<file path="config.mk">
export PLATFORM = sky130hd
export DESIGN_NAME = sync_serial_slave
export DESIGN_NICKNAME = d
export VERILOG_FILES = /design/src/rtl/sss_pkg.sv /design/src/rtl/sss_sync.sv /design/src/rtl/sss_rx.sv /design/src/rtl/sss_tx.sv /design/src/rtl/sync_serial_slave.sv
export SDC_FILE = /design/constraint.sdc
export NUM_CORES = 1
export LEC_CHECK = 0
export BUFFER_PORTS_ARGS = -buffer_cell sky130_fd_sc_hd__buf_4
export CAP_MARGIN = 25
export CORE_UTILIZATION = 35
export DETAILED_ROUTE_END_ITERATION = 8
export HOLD_SLACK_MARGIN = 0.03
export PLACE_DENSITY = 0.58
export RECOVER_POWER = 50
export SLEW_MARGIN = 20
export SYNTH_ARGS = -nofsm -noshare
export SYNTH_HDL_FRONTEND = slang
export SYNTH_SLANG_ARGS = --single-unit
</file>
<file path="constraint.sdc">
create_clock -name clk -period 4.3 [get_ports clk]
set_input_delay 1.29 -clock clk [delete_from_list [all_inputs] [get_ports clk]]
set_output_delay 1.29 -clock clk [all_outputs]
set_load 0.05 [all_outputs]
</file>
<file path="src/rtl/sss_pkg.sv">
package sss_pkg;

    localparam int unsigned UNIT_W = 8;

    // raw host pins as seen through one synchronizer stage
    typedef struct packed {
        logic sclk;
        logic sdi;
        logic sel_n;
    } pins_t;

    // events derived in the system clock domain
    typedef struct packed {
        logic rise;   // serial clock rising edge detected
        logic fall;   // serial clock falling edge detected
        logic sel;    // synchronized select, active high
    } evt_t;

    localparam pins_t PINS_IDLE = '{sclk: 1'b1, sdi: 1'b0, sel_n: 1'b1};

    function automatic logic at_last(input int unsigned cnt, input int unsigned width);
        return cnt == width - 1;
    endfunction

endpackage

</file>
<file path="src/rtl/sss_sync.sv">
module sss_sync
    import sss_pkg::*;
#(
    parameter int unsigned STAGES = 2
) (
    input  logic  clk,
    input  logic  rst,
    input  pins_t pins_i,
    output evt_t  evt_o,
    output logic  sdi_o
);

    localparam int unsigned DEPTH = STAGES + 1;   // one extra stage holds edge history

    pins_t stage_q [DEPTH];

    always_ff @(posedge clk) begin
        if (rst) begin
            for (int i = 0; i < DEPTH; i++) stage_q[i] <= PINS_IDLE;
        end else begin
            stage_q[0] <= pins_i;
            for (int i = 1; i < DEPTH; i++) stage_q[i] <= stage_q[i-1];
        end
    end

    always_comb begin
        evt_o.rise = stage_q[STAGES-1].sclk & ~stage_q[STAGES].sclk;
        evt_o.fall = ~stage_q[STAGES-1].sclk & stage_q[STAGES].sclk;
        evt_o.sel  = ~stage_q[STAGES-1].sel_n;
        sdi_o      = stage_q[STAGES-1].sdi;
    end

endmodule

</file>
<file path="src/rtl/sss_rx.sv">
module sss_rx
    import sss_pkg::*;
#(
    parameter int unsigned W = UNIT_W
) (
    input  logic         clk,
    input  logic         rst,
    input  evt_t         evt_i,
    input  logic         sdi_i,
    output logic [W-1:0] data_o,
    output logic         valid_o,
    output logic         done_o      // last bit of a unit sampled in this cycle
);

    localparam int unsigned CW = (W > 1) ? $clog2(W) : 1;

    logic [CW-1:0] cnt_q;
    logic [W-1:0]  sh_q;
    logic [W-1:0]  next_sh;
    logic          last_bit;

    assign next_sh  = {sh_q[W-2:0], sdi_i};
    assign last_bit = at_last(int'(cnt_q), W);
    assign done_o   = evt_i.rise & evt_i.sel & last_bit;

    always_ff @(posedge clk) begin
        if (rst || !evt_i.sel) begin
            cnt_q   <= '0;
            sh_q    <= '0;
            valid_o <= 1'b0;
        end else begin
            valid_o <= 1'b0;
            if (evt_i.rise) begin
                sh_q  <= next_sh;
                cnt_q <= last_bit ? '0 : cnt_q + 1'b1;
                if (last_bit) valid_o <= 1'b1;
            end
        end
    end

    always_ff @(posedge clk) begin
        if (rst) begin
            data_o <= '0;
        end else if (done_o) begin
            data_o <= next_sh;
        end
    end

endmodule

</file>
<file path="src/rtl/sss_tx.sv">
module sss_tx
    import sss_pkg::*;
#(
    parameter int unsigned W = UNIT_W
) (
    input  logic         clk,
    input  logic         rst,
    input  evt_t         evt_i,
    input  logic [W-1:0] data_i,
    input  logic         last_i,
    input  logic         valid_i,
    output logic         ready_o,
    output logic         bit_o,
    output logic         active_o,    // first falling edge of the selection seen
    output logic         load_last_o  // the byte ending a message is taken now
);

    localparam int unsigned CW = (W > 1) ? $clog2(W) : 1;

    logic [CW-1:0] cnt_q;
    logic [W-1:0]  sh_q;
    logic          frame_start;

    assign frame_start = evt_i.fall & evt_i.sel & (cnt_q == '0);
    assign ready_o     = frame_start;
    assign load_last_o = frame_start & valid_i & last_i;
    assign bit_o       = sh_q[W-1];

    always_ff @(posedge clk) begin
        if (rst || !evt_i.sel) begin
            cnt_q    <= '0;
            sh_q     <= '0;
            active_o <= 1'b0;
        end else if (evt_i.fall) begin
            active_o <= 1'b1;
            cnt_q    <= at_last(int'(cnt_q), W) ? '0 : cnt_q + 1'b1;
            if (frame_start) begin
                sh_q <= valid_i ? data_i : '0;   // pad with zero when nothing is offered
            end else begin
                sh_q <= {sh_q[W-2:0], 1'b0};
            end
        end
    end

endmodule

</file>
<file path="src/rtl/sync_serial_slave.sv">
module sync_serial_slave
    import sss_pkg::*;
#(
    parameter int unsigned W           = UNIT_W,
    parameter int unsigned SYNC_STAGES = 2
) (
    input  logic         clk,
    input  logic         rst,
    input  logic         sclk_i,
    input  logic         sdi_i,
    input  logic         sel_n_i,
    output logic [W-1:0] rx_data_o,
    output logic         rx_valid_o,
    input  logic [W-1:0] tx_data_i,
    input  logic         tx_last_i,
    input  logic         tx_valid_i,
    output logic         tx_ready_o,
    output logic         sdo_o,
    output logic         sdo_oe_o,
    output logic         msg_ready_o
);

    pins_t pins;
    evt_t  evt;
    logic  sdi_s;
    logic  rx_done;
    logic  tx_bit;
    logic  tx_active;
    logic  load_last;
    logic  last_in_flight_q;
    logic  handshake;
    logic  fall_evt;

    assign pins      = '{sclk: sclk_i, sdi: sdi_i, sel_n: sel_n_i};
    assign fall_evt  = evt.fall;
    assign handshake = tx_ready_o & tx_valid_i;

    sss_sync #(.STAGES(SYNC_STAGES)) u_sync (
        .clk    (clk),
        .rst    (rst),
        .pins_i (pins),
        .evt_o  (evt),
        .sdi_o  (sdi_s)
    );

    sss_rx #(.W(W)) u_rx (
        .clk     (clk),
        .rst     (rst),
        .evt_i   (evt),
        .sdi_i   (sdi_s),
        .data_o  (rx_data_o),
        .valid_o (rx_valid_o),
        .done_o  (rx_done)
    );

    sss_tx #(.W(W)) u_tx (
        .clk         (clk),
        .rst         (rst),
        .evt_i       (evt),
        .data_i      (tx_data_i),
        .last_i      (tx_last_i),
        .valid_i     (tx_valid_i),
        .ready_o     (tx_ready_o),
        .bit_o       (tx_bit),
        .active_o    (tx_active),
        .load_last_o (load_last)
    );

    // pad model: enable follows the raw select, data forced low in reset
    assign sdo_oe_o = ~sel_n_i & (rst | tx_active);
    assign sdo_o    = rst ? 1'b0 : tx_bit;

    always_ff @(posedge clk) begin
        if (rst) begin
            last_in_flight_q <= 1'b0;
            msg_ready_o      <= 1'b0;
        end else begin
            if (!evt.sel) begin
                last_in_flight_q <= 1'b0;
            end else if (load_last) begin
                last_in_flight_q <= 1'b1;
            end else if (rx_done) begin
                last_in_flight_q <= 1'b0;
            end

            if (rx_done && last_in_flight_q) begin
                msg_ready_o <= 1'b0;
            end else if (tx_valid_i && !handshake) begin
                msg_ready_o <= 1'b1;
            end
        end
    end

endmodule

</file>
* Word-level counts from Yosys, hierarchy flattened
Memory sizes are Yosys's and may differ from the RTL's.
Cells that the tools add are included.
** Word-level totals
- Flip-flop bits (word level) :: 33
- Bits in latches :: 0
- Bits in writable memories :: 9
- Memory bits (read-only) :: 0
- Input port bits :: 15
- Output and inout port bits :: 13
- Memories kept :: 1
** Cells by class
- Add/sub/neg operators :: 2
- Multiply operators :: 0
- Divide/modulo/power cells :: 0
- Order comparisons :: 0
- Eq/ne operators :: 2
- Shift operators :: 0
- Multiplexer cells :: 14
- Bitwise logic cells :: 18
- Reduce and logical (&&, ||, !) cells :: 9
** Memories
- u_sync.stage_q :: depth 3, width 3, rd ports 3, clocked after memory_dff 0, write ports 3, line sss_sync.sv:15 : pins_t stage_q [DEPTH];
** Operators by type and width (count)
- $mux 8 :: 2
- $mux 3 :: 5
- $and 1x1->1 :: 9
- $mux 1 :: 7
- $add 3x1->3 const B :: 2
- $eq 3x3->1 const B :: 2
- $reduce_or 2->1 :: 3
- $not 1->1 :: 5
- $or 1x1->1 :: 4
- $logic_not 3->1 :: 1
- $logic_and 1x1->1 :: 2
- $reduce_bool 2->1 :: 1
- $logic_not 1->1 :: 1
- $logic_or 1x1->1 :: 1

* Depth between registers and ports, before layout
- Depth after elaboration :: 7
- Depth in mapped cells :: 6
- Gate-level depth less buffers :: 5

* By module
From an unflattened synthesis, not the netlist that was laid out.
** Second synthesis, totals
- Cells, all modules :: 163
- Area, all modules :: 1631.6 µm²
** By module, submodules not included
- sss_rx :: instances 1, cells each 74, area each 777.0 µm², seq. area each 380.4 µm²
- sss_tx :: instances 1, cells each 61, area each 561.8 µm², seq. area each 240.2 µm²
- sss_sync :: instances 1, cells each 17, area each 200.2 µm², seq. area each 140.1 µm²
- sync_serial_slave :: instances 1, cells each 11, area each 92.6 µm², seq. area each 40.0 µm²

* Worst setup path before layout
OpenSTA, ideal clock, no wires.
- Path type :: input to output
- Start :: input rst
- End :: output sdo_oe_o
- Arrival :: 2.327 ns
- Required time :: 3.010 ns
- Setup slack :: 0.683 ns
- Stages on the path :: 4
- Buffers on the path :: 2
- Cells stage by stage :: buf_2 -> buf_2 -> nor2_1 -> nor2_1
** Between the ends
- Longest elaborated chain between the ends :: 2
** Ends and longest elaborated chain
- from (decl) :: line sync_serial_slave.sv:8 : input logic rst,
- $or 1x1->1 :: line sync_serial_slave.sv:70 : assign sdo_oe_o = ~sel_n_i & (rst | tx_active);
- $and 1x1->1 :: line sync_serial_slave.sv:70
- to (decl) :: line sync_serial_slave.sv:19 : output logic sdo_oe_o,
No other way between the ends.

* Worst setup path after layout
Ends and elaborated chain as after synthesis.

==> qor.txt <==
status - complete, no violations
worst r2r src - u_sync.stage_q[0][8]
Port Buffer Count - 27
CP Max Fanout - 21
sequential fraction of the synthesis area - 51.2%
Die X - 68.8 microns
H-Tree Depth - 2
fillers - 439
vias in the first global route - 1082
clock sink total - 40
Total GRT Usage - 14.2%
unrepaired setup endpoints after global routing - no
CTS tree - yes
fmax - 0.318 GHz
Sum Neg Setup Slack - 0 ns
worst path arrival time - 1.85 ns
Die H - 68.8 microns
pins over their slew limit - 0
fin nets - 226
top_reg_cell synth - dfxtp_1
Synth cell types - 25
register clock-pin slew on the reported worst setup and hold paths - 0.07 ns
Critical R2R Capture - last_in_flight_q
post-cts sizing count - 0
initial antenna violation count - 0
Max-cap violations - 0
post-route minimum period - 3.14 ns
Synth top area share - 51.2%
number of routed nets with antenna violations - 0
crit start category - input port
site row count - 23
Syn Std Cell Area - 1560 sq um
final hold violation count - 0
most common cell in the synthesized netlist - nand2_1
Post-CTS Setup Inserts - 0
CP Capture Type - output port
diode count - 0
R2R cell count - 4
IO Count - 28
clock buffer depth - 2
dpl hpwl - 1910 microns
Worst Setup EP - sdo_oe_o
Final Skew - 0.00724 ns
Via density - 4.76
hold crit path type - reg2reg
Initial Utilization - 37.7%
Peak VDD IR - 0.000222 V
DR pass1 iterations - 4
area of the die - 4740 sq um
grt ovf - 0
flops & latches, synth - 40
crit path from - rst
total CTS buffers - 5
Req. time, crit path - 3.01 ns
Clock Tree Root - clkbuf_8
power per cell area - 355 nW/um^2
core area - 4140 sq um
reg2reg setup slack - 2.75 ns
Rel. slew slack - 39.3%
PnR Total Power - 657 uW
Synth area leaders - dfxtp_1 (51%), nand2_1 (11%), a21oi_1 (6.7%)
Area Overhead vs Synth - 18.4%
critical path type - in2out
syn_area_per_cell - 8.55 sq um
WL per Instance - 11.1 microns
CTS Hold Bufs - 0
Post-route DRC - 0
iteration-0 DRC count of the detailed router - 31
Leak - 0.000680 uW
wire length of the first global-routing pass - 4800 microns
vias - 1224
worst hold start - u_sync.stage_q[0][2]
DRT Wirelength - 2850 microns
ys async rst share - 0%
Final setup violation count - 0
Mapped Cells - 183
layout cells sized above 1 - 20.8%
synth warn - 0
number of synthesized flops with an enable pin - 0
largest net degree at the start of global routing - 22
Post-synth top cells - nand2_1 (46), dfxtp_1 (40), a21oi_1 (21)
routability-driven placement congestion ratio - 0.693
worst slew pin tran - 0.910 ns
insertion delay to the later sink of the worst-skew pair - 0.30 ns
Final period util - 73.1%
Post-Syn Nets - 203
cell taking the most area after synthesis - dfxtp_1
flip-flops by register name, summed over array words and instances, names as in the netlist:
| name | count |
|---|---|
| u_rx.sh_q | 7 |
| u_tx.sh_q | 8 |
| u_tx.active_o | 1 |
| u_rx.valid_o | 1 |
| msg_ready_o | 1 |
| u_rx.data_o | 8 |
| last_in_flight_q | 1 |
| u_sync.stage_q | 7 |
| u_tx.cnt_q | 3 |
| u_rx.cnt_q | 3 |
metrics by stage:
| step | cell area, sq um | hold slack [ns] | setup slack [ns] | util, % | std cells |
|---|---|---|---|---|---|
| 3_5_place_dp | 1770 | 0.392 | 1.14 | 42.7 | 249 |
| 5_1_grt | 1850 | 0.434 | 1.09 | 44.7 | 257 |
| 3_3_place_gp | 1760 | 0.393 | 1.15 | 42.5 | 248 |
| 6_report | 1850 | 0.413 | 1.16 | 44.7 | 257 |
| 2_1_floorplan | 1560 | 0.389 | 0.683 | - | 183 |
| 4_1_cts | 1860 | 0.414 | 1.14 | 44.8 | 257 |
critical path, cell delays in order:
cell and delay, ns:
buf_4 0.21, nor2_1 0.06, nor2_1 0.08, buf_4 0.20
cell families after synthesis:
group | count (synthesis) | share of synthesized area, %
AOI/OAI and AO/OA | 37 | 13.3
DFF | 40 | 51.2
buffers and inverters | 15 | 4.96
adders and majority gates | 5 | 4.00
muxes | 2 | 1.28
and+or+nand+nor | 84 | 25.3
worst min path at each step:
| stage | slack (ns) | endpoint | cells after the start |
|---|---|---|---|
| floorplan | 0.39 | u_sync.stage_q[0][3] | 1 |
| global placement | 0.39 | u_sync.stage_q[0][5] | 1 |
| detailed placement | 0.39 | u_sync.stage_q[0][5] | 1 |
| CTS | 0.41 | u_sync.stage_q[0][5] | 1 |
| global route | 0.43 | u_sync.stage_q[0][5] | 1 |
| finish | 0.41 | u_sync.stage_q[0][5] | 1 |
where the power goes:
part / total, uW / internal [uW] / switching (uW)
clock: 244 / 113 / 131
sequential: 377 / 374 / 2.41
combinational: 35.8 / 15.6 / 20.2
total: 657 / 503 / 154
routing by layer:
metal / vias up / wire, microns / track usage, %
li1: 653 / - / -
met1: 544 / 1420 / 16.8
met2: 22 / 1250 / 22.7
met3: 5 / 132 / 5.92
met5: - / 0 / 0
met4: 0 / 48 / 5.36
placed cells by master, fill, tap and decap left out:
cell type,instances
nand2_1,46
ha_1,5
clkinv_2,2
mux2i_1,2
dfxtp_1,40
or3b_1,1
or2_2,5
nand3b_1,1
inv_1,3
nor2b_1,5
and4bb_1,1
clkinv_4,1
a21oi_1,21
buf_4,28
nand3_1,7
or2_0,1
nor2_1,11
a31oi_1,7
nand4bb_1,1
o21ai_0,7
nand2b_1,2
nand4_1,2
a221oi_1,1
clkbuf_8,5
o21ai_2,1
nor3b_2,1
final cells by class:
| class | instances | area (sq um) | share of cell area, % |
|---|---|---|---|
| inverter | 3 | 11.3 | 0.608 |
| sequential | 40 | 801 | 43.2 |
| tap | 50 | 62.6 | 3.38 |
| clock inverter | 3 | 18.8 | 1.01 |
| multi-input combinational | 128 | 679 | 36.7 |
| clock buffer | 5 | 68.8 | 3.72 |
| timing repair buffer | 28 | 210 | 11.4 |
Note: power is estimated with default switching activity, not from simulation.
